===== config.mk =====
export PLATFORM = sky130hd
export DESIGN_NAME = pgw_monitor
export DESIGN_NICKNAME = d
export VERILOG_FILES = /design/src/rtl/pgw_pkg.sv /design/src/rtl/pgw_threshold.sv /design/src/rtl/pgw_hyst_flag.sv /design/src/rtl/pgw_monitor.sv
export SDC_FILE = /design/constraint.sdc
export NUM_CORES = 1
export LEC_CHECK = 0
export ABC_AREA = 1
export BUFFER_PORTS_ARGS = -buffer_cell sky130_fd_sc_hd__buf_4
export CAP_MARGIN = 20
export CELL_PAD_IN_SITES_DETAIL_PLACEMENT = 1
export CELL_PAD_IN_SITES_GLOBAL_PLACEMENT = 2
export CORE_ASPECT_RATIO = 0.8
export CORE_MARGIN = 2
export CORE_UTILIZATION = 35
export DETAILED_ROUTE_END_ITERATION = 8
export GPL_TIMING_DRIVEN = 0
export MAX_ROUTING_LAYER = met4
export PLACE_DENSITY_LB_ADDON = 0.25
export SYNTH_ARGS = -nofsm -noshare
export SYNTH_HDL_FRONTEND = slang
export SYNTH_SLANG_ARGS = --single-unit

===== constraint.sdc =====
create_clock -name clk -period 12.3 [get_ports clk]
set_input_delay 2.46 -clock clk [delete_from_list [all_inputs] [get_ports clk]]
set_output_delay 2.46 -clock clk [all_outputs]
set_load 0.02 [all_outputs]

===== src/rtl/pgw_pkg.sv =====
package pgw_pkg;
  localparam int unsigned SCALE      = 1000;
  localparam int unsigned OV_TRIP_PM = 1110;
  localparam int unsigned OV_REL_PM  = 1075;
  localparam int unsigned UV_TRIP_PM = 890;
  localparam int unsigned UV_REL_PM  = 925;
  localparam int unsigned PM_W       = 11;

  typedef struct packed {
    logic ov_set;
    logic ov_clr;
    logic uv_set;
    logic uv_clr;
  } cmp_t;
endpackage


===== src/rtl/pgw_threshold.sv =====
module pgw_threshold #(
  parameter int unsigned DW         = 12,
  parameter int unsigned OV_TRIP_PM = 1110,
  parameter int unsigned OV_REL_PM  = 1075,
  parameter int unsigned UV_TRIP_PM = 890,
  parameter int unsigned UV_REL_PM  = 925
) (
  input  logic [DW-1:0] fb_i,
  input  logic [DW-1:0] ref_i,
  output pgw_pkg::cmp_t cmp_o
);
  localparam int unsigned PW = DW + pgw_pkg::PM_W;

  logic [PW-1:0] fb_scaled;
  logic [PW-1:0] ov_trip_lvl, ov_rel_lvl, uv_trip_lvl, uv_rel_lvl;

  always_comb begin
    fb_scaled   = PW'(fb_i)  * PW'(pgw_pkg::SCALE);
    ov_trip_lvl = PW'(ref_i) * PW'(OV_TRIP_PM);
    ov_rel_lvl  = PW'(ref_i) * PW'(OV_REL_PM);
    uv_trip_lvl = PW'(ref_i) * PW'(UV_TRIP_PM);
    uv_rel_lvl  = PW'(ref_i) * PW'(UV_REL_PM);
    cmp_o.ov_set = fb_scaled >  ov_trip_lvl;
    cmp_o.ov_clr = fb_scaled <= ov_rel_lvl;
    cmp_o.uv_set = fb_scaled <  uv_trip_lvl;
    cmp_o.uv_clr = fb_scaled >= uv_rel_lvl;
  end
endmodule


===== src/rtl/pgw_hyst_flag.sv =====
module pgw_hyst_flag (
  input  logic clk,
  input  logic rst_n,
  input  logic vld_i,
  input  logic set_i,
  input  logic clr_i,
  output logic flag_d,
  output logic flag_q
);
  always_comb begin
    flag_d = flag_q;
    if (vld_i) begin
      if (set_i)      flag_d = 1'b1;
      else if (clr_i) flag_d = 1'b0;
    end
  end

  always_ff @(posedge clk) begin
    if (!rst_n) flag_q <= 1'b0;
    else        flag_q <= flag_d;
  end


  flag_rise_chk: assert property (@(posedge clk) disable iff (!rst_n)
    $rose(flag_q) |-> $past(vld_i && set_i));

  flag_fall_chk: assert property (@(posedge clk) disable iff (!rst_n)
    $fell(flag_q) |-> $past(vld_i && clr_i));

  flag_hold_chk: assert property (@(posedge clk) disable iff (!rst_n)
    !vld_i |=> $stable(flag_q));
endmodule


===== src/rtl/pgw_monitor.sv =====
module pgw_monitor #(
  parameter int unsigned DW = 12
) (
  input  logic          clk,
  input  logic          rst_n,
  input  logic          fb_valid,
  output logic          fb_ready,
  input  logic [DW-1:0] fb_code,
  input  logic [DW-1:0] ref_code,
  input  logic          enable,
  input  logic          ss_done,
  input  logic          prot_shutdown,
  output logic          pgood,
  output logic          ov_flag,
  output logic          uv_flag
);
  pgw_pkg::cmp_t cmp;
  logic ov_d, uv_d, pg_d, pg_q;

  pgw_threshold #(
    .DW(DW),
    .OV_TRIP_PM(pgw_pkg::OV_TRIP_PM), .OV_REL_PM(pgw_pkg::OV_REL_PM),
    .UV_TRIP_PM(pgw_pkg::UV_TRIP_PM), .UV_REL_PM(pgw_pkg::UV_REL_PM)
  ) u_thr (
    .fb_i(fb_code), .ref_i(ref_code), .cmp_o(cmp)
  );

  pgw_hyst_flag u_ov (
    .clk(clk), .rst_n(rst_n), .vld_i(fb_valid),
    .set_i(cmp.ov_set), .clr_i(cmp.ov_clr),
    .flag_d(ov_d), .flag_q(ov_flag)
  );

  pgw_hyst_flag u_uv (
    .clk(clk), .rst_n(rst_n), .vld_i(fb_valid),
    .set_i(cmp.uv_set), .clr_i(cmp.uv_clr),
    .flag_d(uv_d), .flag_q(uv_flag)
  );

  assign pg_d = enable & ss_done & ~prot_shutdown & ~ov_d & ~uv_d;

  always_ff @(posedge clk) begin
    if (!rst_n) pg_q <= 1'b0;
    else        pg_q <= pg_d;
  end

  assign pgood    = pg_q;
  assign fb_ready = rst_n;


  pg_window_chk: assert property (@(posedge clk) disable iff (!rst_n)
    pgood |-> (!ov_flag && !uv_flag));

  pg_enable_chk: assert property (@(posedge clk) disable iff (!rst_n)
    !enable |=> !pgood);

  pg_shutdown_chk: assert property (@(posedge clk) disable iff (!rst_n)
    prot_shutdown |=> !pgood);

  pg_ssdone_chk: assert property (@(posedge clk) disable iff (!rst_n)
    !ss_done |=> !pgood);
endmodule


==> Word level (Yosys, flattened, before mapping) <==
Index checks and enable logic that the tools add are counted.
{ "totals": {"ff_bits": 3, "inputBits": 30} }
{ "classes": {"n_mul": 5, "order_cmp": 4, "mux": 6, "bitwise": 7} }
{ "op_table": {"columns": ["cell", "count"], "rows": [
  ["12-bit by 10-bit multiplier with 22-bit output (second input constant)", 2],
  ["22-bit by 23-bit greater-than comparator with 1-bit output", 1],
  ["22-bit by 23-bit <= comparator with 1-bit output", 1],
  ["12-bit by 11-bit multiplier with 23-bit output (second input constant)", 1],
  ["22-bit greater-or-equal comparator", 1],
  ["22-bit < comparator", 1],
  ["12-bit by 9-bit multiplier with 21-bit output (second input constant)", 1],
  ["12-bit by 7-bit multiplier with 19-bit output (second input constant)", 1],
  ["1-bit two-way mux", 6],
  ["1-bit AND", 4],
  ["1-bit NOT", 3]
]} }

==> Depth between registers and ports, before layout <==
{ "logic_depth": {"word_depth": 8, "ltp_mapped": 33} }

==> Modules after synthesis <==
Synthesis repeated with hierarchy kept, for this count alone.
{ "hier_totals": {"hier_cells": 1499, "area_unflattened_um2": 12246.7} }
{ "modules_own_cells": {"columns": ["mod", "n_inst", "cells_each", "area_each_um2", "seq_area_each_um2"], "rows": [
  ["pgw_threshold", 1, 1477, 12094.1, 0.0],
  ["pgw_hyst_flag", 2, 7, 50.0, 20.0],
  ["pgw_monitor", 1, 8, 52.6, 20.0]
]} }

==> Least setup slack after synthesis <==
OpenSTA, ideal clock, no wires.
{ "synth_timing": {"path_kind": "in2reg", "startpoint": "in ref_code[1]", "endpoint": "reg pg_q (netlist: pgood)", "setup_time_ns": 0.062, "arrival_ns": 7.392, "setup_slack_ns": 4.846, "stages": 29, "n_path_buf": 0, "path_cell_list": "inv_1 fa_1 inv_1 fa_1 inv_1 fa_1 inv_1 fa_1 fa_1 ha_1 a21oi_1 o211ai_1 a31o_2 xnor2_1 ha_1 nand4_1 nor3_1 nand2_1 nand3_1 nand2_1 a21boi_0 nand3_1 nand2_1 nand2_1 nand2_1 nand2_1 nand2_2 nand3_2 nor2_2"} }
{ "synth_via": {"elab_chain_cells": 8, "word_cells_on_any_way": 18, "classes_between": "mul (4); order compare (4); mux (6); bitwise (4)"} }
{ "synth_rtl": {"columns": ["element", "line_no", "source"], "rows": [
  ["start, declared", "pgw_monitor.sv:9", "input logic [DW-1:0] ref_code,"],
  ["12-bit by 11-bit multiplier with 23-bit output", "pgw_threshold.sv:20", "ov_rel_lvl = PW'(ref_i) * PW'(OV_REL_PM);"],
  ["22-bit by 23-bit <= comparator with 1-bit output", "pgw_threshold.sv:24", "cmp_o.ov_clr = fb_scaled <= ov_rel_lvl;"],
  ["1-bit two-way mux", "pgw_hyst_flag.sv:14", "else if (clr_i) flag_d = 1'b0;"],
  ["1-bit two-way mux", "pgw_hyst_flag.sv:13", "if (set_i) flag_d = 1'b1;"],
  ["1-bit two-way mux", "pgw_hyst_flag.sv:12", "if (vld_i) begin"],
  ["1-bit NOT", "pgw_monitor.sv:40", "assign pg_d = enable & ss_done & ~prot_shutdown & ~ov_d & ~uv_d;"],
  ["1-bit AND", "pgw_monitor.sv:40", null],
  ["1-bit AND (*)", "pgw_monitor.sv:40", null],
  ["end signal, assigned", "pgw_monitor.sv:44", "else pg_q <= pg_d;"],
  ["end, declared", "pgw_monitor.sv:18", "logic ov_d, uv_d, pg_d, pg_q;"]
]} }
Mark *: on every way between the ends. The rest lies on a longest branch, timed or not.
A chain may end at the register's enable or synchronous reset.

==> Final worst setup path <==
Ends and elaborated chain as after synthesis.

==> flow_summary_export.csv <==
group,metric,value,unit
floorplan,dieHeight,174.0,um
synthesis,syn_inst,1593,
route,wl,39.92,mm
grt,first_global_vias,10810,
route,vias,10360,
clock_network,clock_latency,0.22,ns
clock_network,postCtsHoldBufs,0,
synthesis,synth_warnings,0,
timing,slew_violations,0,
synthesis,yosysMostFrequentCell,"inv_1",
synthesis,synthArstFlopShare,0,%
synthesis,ys_seq_elements,3,
synthesis,yosys-top-cells-count,"inv_1, ha_1, nand2_1",
run_status,outcome,"completed",
clock_network,root_buffer,"clkbuf_16",
floorplan,coreArea,35760,um^2
worst_setup_path,critPathKind,"in2reg",
floorplan,initial_utilization,35.37,%
grt,antenna_found_initial,0,
place,hpwl,35.46,mm
grt,grt_max_degree,17,
worst_setup_path,cp.required,12.46,ns
route,route.detailed.drc,0,
synthesis,netlist_top_cells_area,"ha_1, fa_1, inv_1",
final_layout,fin_nets,2153,
synthesis,synth_cell_type_count,42,
final_layout,syn2layout_area_growth,7.507,%
flow_run,cap_violations,0,
worst_setup_path,worstPathArrival,8.56,ns
grt,track_usage,22.57,%
timing,period_needed,8.401,ns
worst_setup_path,path_common_cell,"nand2_1",
final_layout,fin_area,13600,um^2
timing,setup_violations,0,
final_layout,n_antenna_cell,0,
timing,clock_skew,0.001258,ns
clock_network,ctsLongestPathBuffers,2,
clock_network,cts.htree.levels,1,
timing,slew-limit-headroom,25.00,%
clock_network,cts_resized,0,
floorplan,rows,62,
timing,finalHoldViolCount,0,
grt,grt_pass1_wl,63.06,mm
floorplan,dieArea,37690,um^2
synthesis,yosysSeqAreaShare,0.4748,%
synthesis,synth_top_area_cell,"ha_1",
clock_network,cts_tree,"built",
synthesis,netlist_area,12650,um^2
worst_setup_path,cp_max_fo,10,
clock_network,cts_inserted_buffers,3,
synthesis,syn-num-nets,2112,
synthesis,synth.top_cell.area_share,32.64,%
timing,min_period_over_period,68.30,%
place,io_buffers,33,
clock_network,cts.sinks,3,
clock_network,clkTransAtPathRegs,0.03,ns
route,vias_per_cell,4.903,
timing,max_freq,119.0,MHz
timing,fin_hold_ws,0.4817,ns
worst_setup_path,critPathCaptureType,"flop",
place,place_area,13520,um^2
timing,worst_pin_slew,1.117,ns
route,antenna_left,0,
floorplan,die_w,216.6,um
route,first_pass_iters,5,
floorplan,pin_count,34,
timing,grt_setup_unrepaired,"no",
worst_hold_path,hp-class,"reg2reg",
route,routedWlPerCell,18.89,um
place,place_congestion,0.9045,
synthesis,synth_area_per_cell,7.941,um^2
worst_setup_path,worst_setup_path_start_kind,"input port",
synthesis,synth_edf_count,0,
final_layout,fill_cells,4383,
clock_network,cts_setup_buffers,0,
final_layout,layout-drive-gt1-share,6.797,%
worst_setup_path,critical_path.slowest_cell,"fa_1",
route,drt_iter0_drc,458,
grt,grt.overflow.total,0,
timing,setup_tns,0,ns
synthesis,synth_ff_type,"dfxtp_1",
worst_setup_path,cp_slowest_stage_delay,0.54,ns
critical path: cells and delay by family:
kind	cells	cell delay [ns]
simple gates	13	1.28
xor+xnor	1	0.16
fa+ha+maj	7	3.26
compound gates	4	0.79
buf+inv	5	0.60
routing by layer:
metal / wire, um / share of wire, % / vias up / global-route usage, %
met1: 21820 / 55 / 5032 / 34.77
met5: 0 / 0 / - / -
met4: 411 / 1.0 / 0 / 2.226
li1: - / - / 5170 / -
met3: 1518 / 3.8 / 18 / 2.292
met2: 16170 / 41 / 139 / 32.57
path summary, 6_finish.rpt:
check        depth (start not counted)              startpoint  slack, ns                      to
max reg2reg                          3  u_uv.flag_q$_SDFF_PN0_      11.65        pgood$_SDFF_PN0_
max                                 30             ref_code[1]       3.90        pgood$_SDFF_PN0_
min                                  2  u_ov.flag_q$_SDFF_PN0_       0.48  u_ov.flag_q$_SDFF_PN0_
min reg2reg                          2  u_ov.flag_q$_SDFF_PN0_       0.48  u_ov.flag_q$_SDFF_PN0_
logic make-up after synthesis:
kind of cell | synth area share (%)
adder cells (fa/ha/maj) | 57.80
AND/OR/NAND/NOR | 16.60
buffers and inverters | 11.52
AO/OA/AOI/OAI | 8.477
XOR/XNOR | 5.124
flip-flops | 0.4748
registers in the layout (all words and copies together) (netlist names):
register	flops
u_ov.flag_q	1
u_uv.flag_q	1
pgood	1
placed cells by master (no fill, tap or decap), types with 2 or more instances in the layout:
| cell type | count |
|---|---|
| o21bai_1 | 9 |
| inv_2 | 6 |
| o21a_1 | 2 |
| nor3_1 | 11 |
| o21ai_1 | 6 |
| nor2_1 | 64 |
| a21o_1 | 11 |
| xnor2_1 | 35 |
| nand4_1 | 13 |
| nor2_4 | 4 |
| nand3_2 | 14 |
| and3_1 | 3 |
| fa_1 | 159 |
| inv_4 | 2 |
| o31ai_1 | 2 |
| o211ai_1 | 4 |
| a21oi_2 | 4 |
| buf_4 | 37 |
| a21oi_1 | 101 |
| a21boi_0 | 2 |
| nand2_4 | 4 |
| nor4_1 | 2 |
| nand2_1 | 243 |
| a31oi_1 | 11 |
| dfxtp_1 | 3 |
| nor2_2 | 6 |
| inv_1 | 377 |
| a21boi_2 | 2 |
| nand2_2 | 25 |
| clkbuf_16 | 3 |
| nand3_1 | 58 |
| o21ai_0 | 26 |
| a21boi_1 | 2 |
| ha_1 | 330 |
| xor2_1 | 39 |
| nand3b_1 | 5 |
final cells by class:
cell class | instances | area (um^2) | share of cell area (%)
timing repair buffer | 36 | 270.3 | 1.987
clock buffer | 4 | 78.83 | 0.5796
sequential | 3 | 60.06 | 0.4416
tap | 480 | 600.6 | 4.416
buffer | 1 | 7.507 | 0.05520
multi-input combinational | 1204 | 11130 | 81.86
inverter | 385 | 1450 | 10.66
metrics by stage:
stage | setup WS (ns) | cells | util, %
6_report | 3.899 | 2113 | 38.03
3_5_place_dp | 3.685 | 2109 | 37.81
5_1_grt | 3.479 | 2113 | 38.03
4_1_cts | 3.877 | 2113 | 38.03
2_1_floorplan | 4.846 | 1593 | -
3_3_place_gp | 3.611 | 2106 | 37.74
Power is left out: the tool's default activity adds up to more than one toggle a clock period on the data nets, which glitch-free logic cannot reach.
